### src/rtl/adc_ctl_pkg.sv
package adc_ctl_pkg;
   localparam int REG_W    = 16;
   localparam int SEL_W    = 4;
   localparam int MAX_CH   = 10;
   localparam int EN_LSB   = 5;
   localparam int DLY_BIT  = 15;
   localparam int FLAG_BIT = 2;

   localparam logic [1:0] A_CTRL   = 2'd0;
   localparam logic [1:0] A_STATUS = 2'd1;
   localparam logic [1:0] A_IRQEN  = 2'd2;
   localparam logic [1:0] A_RESULT = 2'd3;

   typedef enum logic [1:0] {
      SQ_IDLE   = 2'd0,
      SQ_SETTLE = 2'd1,
      SQ_FIRE   = 2'd2,
      SQ_WAIT   = 2'd3
   } seq_state_t;
endpackage

### src/rtl/adc_ctl_fmt.sv
module adc_ctl_fmt #(
   parameter int W    = 16,
   parameter bit TWOS = 1'b1
) (
   input  logic [W-1:0] raw,
   output logic [W-1:0] fmt
);
   if (W < 2) begin : g_bad_w
      $error("adc_ctl_fmt: W must be at least 2");
   end

   if (TWOS) begin : g_twos
      assign fmt = {~raw[W-1], raw[W-2:0]};
   end else begin : g_raw
      assign fmt = raw;
   end
endmodule

### src/rtl/adc_ctl_seq.sv
module adc_ctl_seq
   import adc_ctl_pkg::*;
#(
   parameter int NUM_CH     = 10,
   parameter int SETTLE_CYC = 16
) (
   input  logic             clk,
   input  logic             rst_n,
   input  logic             launch,
   input  logic [SEL_W-1:0] sel_i,
   input  logic [NUM_CH-1:0] en_i,
   input  logic             dly_i,
   input  logic             conv_done,
   output logic             busy,
   output logic             conv_start,
   output logic [SEL_W-1:0] conv_chan,
   output logic             cmplt
);
   localparam int CNT_W = (SETTLE_CYC > 1) ? $clog2(SETTLE_CYC) : 1;

   seq_state_t       st_q;
   logic [SEL_W-1:0] sel_q;
   logic [CNT_W-1:0] cnt_q;
   logic             sel_ok;
   logic             go_settle;
   logic             cnt_zero;

   always_comb begin
      sel_ok = 1'b0;
      for (int i = 0; i < NUM_CH; i++) begin
         if (sel_i == SEL_W'(i) && en_i[i]) sel_ok = 1'b1;
      end
   end

   if (SETTLE_CYC == 0) begin : g_no_settle
      assign go_settle = 1'b0;
      assign cnt_zero  = 1'b1;
      always_ff @(posedge clk) cnt_q <= '0;
   end else begin : g_settle
      assign go_settle = dly_i;
      assign cnt_zero  = (cnt_q == '0);
      always_ff @(posedge clk) begin
         if (!rst_n)
            cnt_q <= '0;
         else if (launch && sel_ok && st_q == SQ_IDLE)
            cnt_q <= CNT_W'(SETTLE_CYC - 1);
         else if (st_q == SQ_SETTLE && !cnt_zero)
            cnt_q <= cnt_q - 1'b1;
      end
   end

   always_ff @(posedge clk) begin
      if (!rst_n) begin
         st_q  <= SQ_IDLE;
         sel_q <= '0;
      end else begin
         case (st_q)
            SQ_IDLE: if (launch && sel_ok) begin
               sel_q <= sel_i;
               st_q  <= go_settle ? SQ_SETTLE : SQ_FIRE;
            end
            SQ_SETTLE: if (cnt_zero) st_q <= SQ_FIRE;
            SQ_FIRE:   st_q <= SQ_WAIT;
            SQ_WAIT:   if (conv_done) st_q <= SQ_IDLE;
            default:   st_q <= SQ_IDLE;
         endcase
      end
   end

   assign busy       = (st_q != SQ_IDLE);
   assign conv_start = (st_q == SQ_FIRE);
   assign conv_chan  = sel_q;
   assign cmplt      = (st_q == SQ_WAIT) && conv_done;

   // start is a single-cycle pulse
   assert_start_pulse_R3: assert property (@(posedge clk) disable iff (!rst_n)
      conv_start |=> !conv_start);
   // a start pulse only ever addresses an input below the channel count
   assert_start_valid_R5: assert property (@(posedge clk) disable iff (!rst_n)
      conv_start |-> (conv_chan < SEL_W'(NUM_CH)));
   // selector holds for the whole conversion
   assert_sel_hold_R6: assert property (@(posedge clk) disable iff (!rst_n)
      (busy && $past(busy)) |-> $stable(conv_chan));
endmodule

### src/rtl/adc_ctl_regs.sv
module adc_ctl_regs
   import adc_ctl_pkg::*;
#(
   parameter int NUM_CH = 10,
   parameter bit TWOS   = 1'b1
) (
   input  logic             clk,
   input  logic             rst_n,
   input  logic             wr_en,
   input  logic [1:0]       wr_addr,
   input  logic [REG_W-1:0] wr_data,
   input  logic [1:0]       rd_addr,
   output logic [REG_W-1:0] rd_data,
   input  logic             busy,
   input  logic             cmplt,
   input  logic [REG_W-1:0] conv_data,
   output logic             launch,
   output logic             irq
);
   logic [REG_W-1:1] ctl_q;
   logic             flag_q;
   logic             ie_q;
   logic [REG_W-1:0] res_q;
   logic [REG_W-1:0] res_fmt;
   logic             ctl_wr;
   logic             clr_req;

   assign ctl_wr  = wr_en && (wr_addr == A_CTRL) && !busy;
   assign launch  = ctl_wr && wr_data[0];
   assign clr_req = wr_en && (wr_addr == A_STATUS) && wr_data[FLAG_BIT];

   adc_ctl_fmt #(.W(REG_W), .TWOS(TWOS)) u_fmt (
      .raw (conv_data),
      .fmt (res_fmt)
   );

   always_ff @(posedge clk) begin
      if (!rst_n) begin
         ctl_q  <= '0;
         flag_q <= 1'b0;
         ie_q   <= 1'b0;
         res_q  <= '0;
      end else begin
         if (ctl_wr) ctl_q <= wr_data[REG_W-1:1];
         if (wr_en && wr_addr == A_IRQEN) ie_q <= wr_data[FLAG_BIT];
         if (cmplt) begin
            res_q  <= res_fmt;
            flag_q <= 1'b1;
         end else if (clr_req) begin
            flag_q <= 1'b0;
         end
      end
   end

   always_comb begin
      rd_data = '0;
      case (rd_addr)
         A_CTRL:   rd_data = {ctl_q, busy};
         A_STATUS: rd_data[FLAG_BIT] = flag_q;
         A_IRQEN:  rd_data[FLAG_BIT] = ie_q;
         default:  rd_data = res_q;
      endcase
   end

   assign irq = flag_q & ie_q;

   // stored control word frozen while a conversion runs
   assert_ctl_frozen_R6: assert property (@(posedge clk) disable iff (!rst_n)
      (busy && $past(busy)) |-> $stable(ctl_q));
   // flag rises only from a completion
   assert_flag_src_R7: assert property (@(posedge clk) disable iff (!rst_n)
      $rose(flag_q) |-> $past(cmplt));
   // flag falls only on a write-1-to-clear
   assert_flag_clr_R8: assert property (@(posedge clk) disable iff (!rst_n)
      $fell(flag_q) |-> $past(clr_req));
   // interrupt drops only on a clear or an enable change
   assert_irq_drop_R9: assert property (@(posedge clk) disable iff (!rst_n)
      $fell(irq) |-> $past(clr_req || (wr_en && wr_addr == A_IRQEN)));
endmodule

### src/rtl/adc_conv_ctl.sv
module adc_conv_ctl
   import adc_ctl_pkg::*;
#(
   parameter int NUM_CH     = 10,
   parameter int SETTLE_CYC = 16,
   parameter bit TWOS       = 1'b1
) (
   input  logic        clk,
   input  logic        rst_n,
   input  logic        wr_en,
   input  logic [1:0]  wr_addr,
   input  logic [15:0] wr_data,
   input  logic [1:0]  rd_addr,
   output logic [15:0] rd_data,
   output logic        irq,
   output logic        conv_start,
   output logic [3:0]  conv_chan,
   input  logic        conv_done,
   input  logic [15:0] conv_data
);
   if (NUM_CH < 1 || NUM_CH > MAX_CH) begin : g_bad_ch
      $error("adc_conv_ctl: NUM_CH must be 1..10");
   end
   if (SETTLE_CYC < 0) begin : g_bad_settle
      $error("adc_conv_ctl: SETTLE_CYC must not be negative");
   end

   logic busy;
   logic cmplt;
   logic launch;

   adc_ctl_regs #(.NUM_CH(NUM_CH), .TWOS(TWOS)) u_regs (
      .clk       (clk),
      .rst_n     (rst_n),
      .wr_en     (wr_en),
      .wr_addr   (wr_addr),
      .wr_data   (wr_data),
      .rd_addr   (rd_addr),
      .rd_data   (rd_data),
      .busy      (busy),
      .cmplt     (cmplt),
      .conv_data (conv_data),
      .launch    (launch),
      .irq       (irq)
   );

   adc_ctl_seq #(.NUM_CH(NUM_CH), .SETTLE_CYC(SETTLE_CYC)) u_seq (
      .clk        (clk),
      .rst_n      (rst_n),
      .launch     (launch),
      .sel_i      (wr_data[SEL_W:1]),
      .en_i       (wr_data[EN_LSB+NUM_CH-1:EN_LSB]),
      .dly_i      (wr_data[DLY_BIT]),
      .conv_done  (conv_done),
      .busy       (busy),
      .conv_start (conv_start),
      .conv_chan  (conv_chan),
      .cmplt      (cmplt)
   );

   // no completion can occur outside a conversion
   assert_cmplt_busy_R5: assert property (@(posedge clk) disable iff (!rst_n)
      cmplt |-> busy);
endmodule

### config.mk
export PLATFORM = sky130hd
export DESIGN_NAME = adc_conv_ctl
export DESIGN_NICKNAME = d
export VERILOG_FILES = /design/src/rtl/adc_ctl_pkg.sv /design/src/rtl/adc_ctl_fmt.sv /design/src/rtl/adc_ctl_seq.sv /design/src/rtl/adc_ctl_regs.sv /design/src/rtl/adc_conv_ctl.sv
export SDC_FILE = /design/constraint.sdc
export NUM_CORES = 1
export LEC_CHECK = 0
export ABC_AREA = 1
export BUFFER_PORTS_ARGS = -buffer_cell sky130_fd_sc_hd__buf_2
export CAP_MARGIN = 20
export CORE_ASPECT_RATIO = 1.5
export CORE_MARGIN = 2
export CORE_UTILIZATION = 30
export CTS_CLUSTER_DIAMETER = 50
export DETAILED_ROUTE_END_ITERATION = 16
export PLACE_DENSITY = 0.54
export SKIP_CTS_REPAIR_TIMING = 1
export SLEW_MARGIN = 40
export SYNTH_ARGS = -nofsm -noshare
export SYNTH_HDL_FRONTEND = slang
export SYNTH_SLANG_ARGS = --single-unit
### constraint.sdc
create_clock -name clk -period 2.15 [get_ports clk]
set_clock_uncertainty 0.2 [all_clocks]
set_input_delay 0 -clock clk [delete_from_list [all_inputs] [get_ports clk]]
set_output_delay 0 -clock clk [all_outputs]
set_load 0.01 [all_outputs]
==> summary.txt <==
Run status
  • Status: finished, final reports clean

Logic synthesis
  • Post-synth top area share: 43.1%
  • Top cells by count, synth: nor2_1, dfxtp_1, o21ai_0, nand2_1
  • Mux share of post-synthesis cell area: less than 1%
  • Async SR Flop Fraction: 0%
  • Synth area leaders: dfxtp_1, nor2_1, o21ai_0
  • Largest family of logic cells by synthesized area: simple AND/OR/NAND/NOR gates
  • XOR/XNOR Fraction of Synth Area: roughly 1.3%
  • Post-synth EDFFs: 0
  • Most frequent cell after synthesis: nor2_1
  • Compound-gate portion of the synthesized area: a little over a fifth
  • Syn_area_per_cell: approximately 7.5 um2
  • Yosys reg bits: 43
  • Simple-Gate Fraction of Synth Area: around a quarter
  • Post-Syn Nets: roughly 310
  • Area of the mapped netlist: about 2000 um2
  • Ys flop type: dfxtp_1
  • Synth area leader: dfxtp_1
  • Gate Count Post-Synth: about 270
  • Yosys Warn Count: 0
  • Adder-Cell Fraction of Synth Area: approximately 3.1%
  • Post-synthesis cell type count: 26
  • Sequential area share after synthesis: 43.1%

Global routing
  • Largest net degree at the start of global routing: 35
  • First-pass GRT wire length: roughly 8600 um
  • Vias in the first global route: 1935
  • Initial antenna violation count: 0
  • Total grt overflow: 0
  • Gr usage total: around 15%

STA
  • Tightest Pin Transition: around 600 ps
  • Worst slew margin: between 60% and 70%
  • Setup TNS Final: 0 ps
  • Slew Limit Fails: 0
  • F_max: 0.472 GHz
  • Final worst path period need: approximately 2100 ps
  • Final Hold Vio Count: 0
  • WHS: around 3.4 ps
  • Tcrit/Tclk final: a little over nine tenths
  • Setup violators final: 0

Die
  • Die ar.: ~7300 um2
  • Die Ht: 104 um
  • Chip width: about 71 um
  • Cell Rows: 36
  • Starting Density: 30.8%
  • Core ar.: between 6000 and 7000 um2
  • Io pins: 62

Route
  • Via density per instance: 4.64
  • Drt first pass iters: 4
  • Residual DRC: 0
  • Wire length per cell: ~12 um
  • Routed Antenna Nets: 0
  • 1st-iter DRT viols: 44
  • Final wirelength: roughly 5500 um
  • Vias: slightly above 2000

Critical path
  • Crit-path cells: dlygate4sd3_1 > buf_2 > nor2_1 > nand3_1 > dlygate4sd3_1 > nand2_1 > a21oi_1 > dlygate4sd3_1
  • Crit path max-delay family: buffers and inverters
  • Startpoint type of the worst setup path: input port
  • Critical path type: in2reg
  • CP max FO: 2
  • Slowest cell on crit path: dlygate4sd3_1
  • Worst path most repeated cell: dlygate4sd3_1
  • Slowest stage delay, CP: ~560 ps
  • Crit. End Element: flop
  • Worst Path Arrival: about 2100 ps
  • Worst path required time: between 2000 and 2500 ps
  • CP bufs+invs: 4

Placement
  • Cell Area, Placed: between 2000 and 2500 um2
  • IO Port Bufs: slightly above 60
  • RePlAce Congestion: a little under 0.8
  • Post-DP HPWL: 4000 um

Clock network
  • CTS buffer count: 5
  • Clk_lat worst skew: between 200 and 300 ps
  • Clock transition at the registers of the reported paths: roughly 80 ps
  • Clock sink total: 43
  • TritonCTS clock tree: yes
  • H-tree Lvls: 2
  • CTS Root Cell: clkbuf_8
  • CTS max path bufs: 2

Layout
  • Final instance area: between 2000 and 3000 um2
  • Layout cells sized above 1: around a quarter
  • Fin util: a little over two fifths
  • Diodes inserted: 0
  • Fill cells: between 700 and 800
  • Nets: slightly above 400
  • Synth-to-layout area growth: 42.3%

Hold path
  • Hold Path Class: in2reg

Job
  • Max-Cap Viols: 0

Pwr
  • Cell leakage power: approximately 1.3 nW
  • PD cells: about 710 nW/um2
  • VDD IR-drop max: between 0.0003 and 0.0004 V
[report_power, final]
group / switching (mW) / internal (mW) / total, mW
clock: 0.276 / 0.223 / 0.498
combinational: 0.324 / 0.267 / 0.592
sequential: 0.0565 / 0.883 / 0.939
[layout make-up]
cell class	count	area, um2	area share [%]
clock buffer	5	68.8	2.42
tap	76	95.1	3.35
multi-input combinational	190	996	35.0
clock inverter	3	15.0	0.528
sequential	43	861	30.3
timing repair buffer	103	716	25.2
inverter	24	91.3	3.21
[tightest hold or removal path: stages]
cell	delay [ps]
buf_2	120
inv_1	50
a21oi_1	100
a21oi_1	140
nor2_1	50
[stage by stage]
| stage | total power [mW] | setup WS (ps) | instances |
|---|---|---|---|
| 3_3_place_gp | 1.50 | 323 | 398 |
| 4_1_cts | 2.01 | 227 | 406 |
| 2_1_floorplan | 1.34 | 448 | 267 |
| 3_5_place_dp | 1.51 | 237 | 398 |
| 5_1_grt | 2.18 | -28.0 | 444 |
| 6_report | 2.03 | 30.1 | 444 |
[cell usage in the layout (no fill, tap or decap), types with 2 or more instances in the layout]
cell	count
buf_2	61
dfxtp_1	43
inv_1	19
nand2_2	2
inv_2	3
a22o_1	14
a21oi_1	19
xor2_1	3
ha_1	5
dlygate4sd3_1	38
nor2_1	61
buf_4	4
nor2_2	2
clkinv_2	4
nand2_1	25
clkbuf_8	5
nand2_4	2
o21ai_0	35
nand3_1	16
[flip-flops by register name (all words and copies together) (netlist names)]
register	cells
u_seq.st_q	2
u_seq.conv_chan	4
u_regs.res_q	16
u_seq.cnt_q	4
u_regs.ie_q	1
u_regs.flag_q	1
u_regs.ctl_q	15
[final timing paths]
check / startpoint / endpoint / slack, ps / depth (start not counted)
worst max-delay path: wr_addr[1] / u_regs.flag_q$_SDFFE_PN0P_ / 30 / 8
worst min-delay path: conv_done / u_seq.st_q[1]$_SDFFE_PN0P_ / 3 / 5
worst max register to register: u_seq.st_q[1]$_SDFFE_PN0P_ / u_seq.st_q[1]$_SDFFE_PN0P_ / 250 / 9
worst min register to register: u_regs.res_q[0]$_SDFFE_PN0P_ / u_regs.res_q[0]$_SDFFE_PN0P_ / 270 / 2
[logic make-up (layout without fill, tap and decap cells)]
family,Yosys count,count (layout)
compound gates,71,71
flops,43,43
xor+xnor,3,3
fa+ha+maj,5,5
simple gates,110,110
buf+inv,34,135
mux,1,1
[routing by layer]
| metal | up-vias | share of wire, % | global-route usage, % |
|---|---|---|---|
| li1 | 1078 | - | - |
| met1 | 919 | 40 | 15.9 |
| met2 | 50 | 52 | 26.6 |
| met3 | 15 | 3.6 | 3.10 |
| met4 | 0 | 4.3 | 7.01 |
| met5 | - | 0 | 0 |
Power figures use the tool's default switching activity.
